==> config.mk <==
export PLATFORM = sky130hd
export DESIGN_NAME = bit_striper
export DESIGN_NICKNAME = d
export VERILOG_FILES = /design/src/rtl/bit_striper.sv
export SDC_FILE = /design/constraint.sdc
export NUM_CORES = 1
export LEC_CHECK = 0
export ABC_AREA = 1
export BUFFER_PORTS_ARGS = -buffer_cell sky130_fd_sc_hd__buf_2
export CORE_MARGIN = 2
export CORE_UTILIZATION = 50
export CTS_CLUSTER_DIAMETER = 150
export DETAILED_ROUTE_END_ITERATION = 12
export PLACE_DENSITY_LB_ADDON = 0.12
export SLEW_MARGIN = 25
export SYNTH_ARGS = -nofsm -noshare
export SYNTH_HDL_FRONTEND = slang
export SYNTH_SLANG_ARGS = --single-unit
==> constraint.sdc <==
create_clock -name clk -period 1.28 [get_ports clk]
set_input_delay 0.064 -clock clk [delete_from_list [all_inputs] [get_ports clk]]
set_output_delay 0.064 -clock clk [all_outputs]
set_load 0.1 [all_outputs]
==> src/rtl/bit_striper.sv <==
module bit_striper #(
  parameter int LANES = 3
) (
  input  logic               clk,
  input  logic               rst,
  input  logic               dir_inv,
  input  logic               in_valid,
  output logic               in_ready,
  input  logic [8*LANES-1:0] in_data,
  output logic               out_valid,
  input  logic               out_ready,
  output logic [8*LANES-1:0] out_data
);
  localparam int W = 8 * LANES;

  logic [W-1:0] fwd_bits;
  logic [W-1:0] inv_bits;
  logic         take;

  // stream position s maps to lane s%LANES, bit s/LANES
  for (genvar s = 0; s < W; s++) begin : g_map
    localparam int DST = 8 * (s % LANES) + (s / LANES);
    assign fwd_bits[DST] = in_data[s];
    assign inv_bits[s]   = in_data[DST];
  end

  assign in_ready = !out_valid || out_ready;
  assign take     = in_valid && in_ready;

  always_ff @(posedge clk) begin
    if (rst) begin
      out_valid <= 1'b0;
      out_data  <= '0;
    end else if (take) begin
      out_valid <= 1'b1;
      out_data  <= dir_inv ? inv_bits : fwd_bits;
    end else if (out_ready) begin
      out_valid <= 1'b0;
    end
  end
endmodule

==> flow_summary_export.csv <==
group,metric,value,unit
layout,fin_nets,308,
synth,syn_inst,228,
sta,tightest_slew,0.490,ns
sta,max_freq,819,MHz
clock_tree,clk_pin_slew,0.15,ns
clock_tree,clk_latency,0.33,ns
setup_path,crit_fanout,2,
layout,final_core_util,61.1,%
global_route,grt_pass1_vias,1090,
sta,rsz0062_at_grt,"no",
setup_path,crit_path_end_kind,"primary output",
synth,synth.mux.area_fraction,0,%
sta,hold_viol_final,0,
setup_path,cp.depth,1,
setup_path,cp.required,1.22,ns
sta,hold_slack,0.00575,ns
floorplan,initial_core_util,51.5,%
clock_tree,clock-sinks,25,
hold_path,hold_class,"primary input to flop",
synth,synth_xor_area_share,0,%
global_route,antenna_found_initial,0,
global_route,grt_overflow,0,
setup_path,reg2regPathDepth,5,
clock_tree,h-tree-depth,1,
synth,synthAdderAreaFrac,0,%
setup_path,critPathMaxStageDelay,0.43,ns
synth,synth_top_area_share,35.8,%
synth,synth-edff-count,0,
sta,timing.setup.tns,0,ns
synth,synth_area_leaders,"dfxtp_1 (36%), nand2_1 (18%), inv_1 (13%)",
sta,period_needed,1.22,ns
power_and_ir_drop,power,2090,uW
detailed_routing,drtAntennaViolNets,0,
detailed_routing,drtIter0Drc,25,
global_route,grt_max_degree,47,
floorplan,pin_count,55,
floorplan,dieHeight,56.8,um
synth,synth_seq_area_share,35.8,%
placed_design,dp_hpwl,1.93,mm
setup_path,worstSetupPathType,"flop to primary output",
detailed_routing,drt-pass1-iter-count,3,
placed_design,finalWeightedCongestion,0.721,
synth,synth_nets,257,
placed_design,place_ws,0.133,ns
synth,ys_ff_latch,25,
synth,netlist_area,1400,sq um
synth,synth-compound-area-share,8.24,%
setup_path,crit_arrival,1.16,ns
clock_tree,numCtsBuffers,3,
synth,postSynth.asyncResetShare,0,%
detailed_routing,viasPerCell,4.22,
power_and_ir_drop,peakVddDrop,856,uV
floorplan,rows,19,
run,maxCapViolCount,0,
sta,report.final.slew_viol_count,0,
synth,ys_warn_count,0,
sta,timing.final.crit_share,95.4,%
placed_design,portBuffers,54,
synth,synth_top_family_by_area,"simple AND/OR/NAND/NOR gates",
setup_path,crit_path_start_kind,"flop",
hold_path,hold_path_depth,4,
setup_path,path_buf_inv,1,
floorplan,dieArea,3230,sq um
synth,yosysUniqueCellTypes,12,
clock_tree,ctsRootBufferMaster,"clkbuf_4",
global_route,grt.total_usage,17.4,%
setup_path,cp_cell_sequence,"buf_2",
clock_tree,cts_tree,"done",
power_and_ir_drop,p_leak,0.00102,uW
layout,syn2layout_area_growth,18.6,%
status,outcome,"finished, final reports clean",
global_route,grt_pass1_wl,4.43,mm
layout,diodes,0,
synth,synth.most_common_cell,"nand2_1",
clock_tree,postCtsSetupBuffers,0,
synth,synthTopCellsByCount,"nand2_1 (68), inv_1 (48), nor2_1 (48)",
sta,maxSlewHeadroom,67.5,%
setup_path,cpMaxStageDelayCell,"buf_2",
sta,setup_violations,0,
synth,avgSynthCellArea,6.12,sq um
setup_path,path_delay_family,"buffers and inverters",
floorplan,die_x,56.8,um
synth,synth-simple-area-share,33.5,%
power_and_ir_drop,pwr_density_cell,1260,nW/um^2
detailed_routing,vias,1303,
sta,setup_slack,0.0584,ns
sta,skew,0.00480,ns
detailed_routing,drc,0,
detailed_routing,drt_wl_total,2.73,mm
detailed_routing,post_drt_wl_per_cell,8.84,um
floorplan,core_area,2710,sq um
layout,drive_gt1_share,23.0,%
synth,yosysTopAreaCell,"dfxtp_1",
clock_tree,cts_max_path_buffers,2,
synth,ys.flop_type,"dfxtp_1",
[power breakdown]
part | switching [uW] | total (uW) | leakage (uW) | internal, uW
clock network | 253 | 371 | 0.0000177 | 117
registers | 30.9 | 873 | 0.000208 | 842
logic | 675 | 845 | 0.000789 | 169
total | 960 | 2090 | 0.00102 | 1130
[what timing repair did]
item | CTS | global route
endpoints found under the hold margin | 1 | 0
hold buffers | 1 | 0
resized for setup | 1 | 0
setup endpoints to repair | 1 | 0
[cells in the final DEF, fill, tap and decap left out]
cell,synthesis,final
nand2_1,68,68
buf_2,0,53
inv_1,48,48
nor2_1,48,48
dfxtp_1,25,24
o21ai_0,14,14
o21ai_1,8,8
clkbuf_4,0,3
nand3_1,2,2
buf_4,0,2
inv_2,1,1
nand2_8,0,1
nand2_4,2,1
a21oi_1,1,1
clkinv_2,0,1
dlygate4sd3_1,0,1
dfxtp_4,0,1
buf_12,0,1
[kinds of logic after synthesis]
logic type | Yosys count
AO/OA/AOI/OAI | 23
flip-flops | 25
AND/OR/NAND/NOR | 120
buffers and inverters | 60
[through the flow]
step | cell area (sq um) | instances
floorplan | 1410 | 228
global placement | 1620 | 304
detailed placement | 1620 | 304
CTS | 1660 | 309
global route | 1660 | 309
finish | 1660 | 309
[cell type report]
class	instances	area, sq um
tap	31	38.8
timing repair buffer	57	310
inverter	49	184
sequential	25	504
clock inverter	1	5.00
clock buffer	3	22.5
multi-input combinational	143	592
fill	291	1050
[flip-flops by register name, indices dropped and copies added, names as in the netlist]
name       cells
out_data      24
out_valid      1
[worst paths after layout]
| check | startpoint | to | slack (ns) |
|---|---|---|---|
| worst max-delay path | out_valid | out_valid | 0.06 |
| worst min-delay path | out_ready | out_valid | 0.006 |
| worst max register to register | out_valid | out_data[0] | 0.12 |
| worst min register to register | out_data[23] | out_data[23] | 0.49 |
[metal layers]
metal	wire length, um	vias to the layer above	track usage [%]
met5	0	-	0
met4	19	0	3.99
met3	166	2	5.30
met2	1250	32	30.1
met1	1300	517	21.3
li1	-	752	-
(Power assumes the default switching activity.)
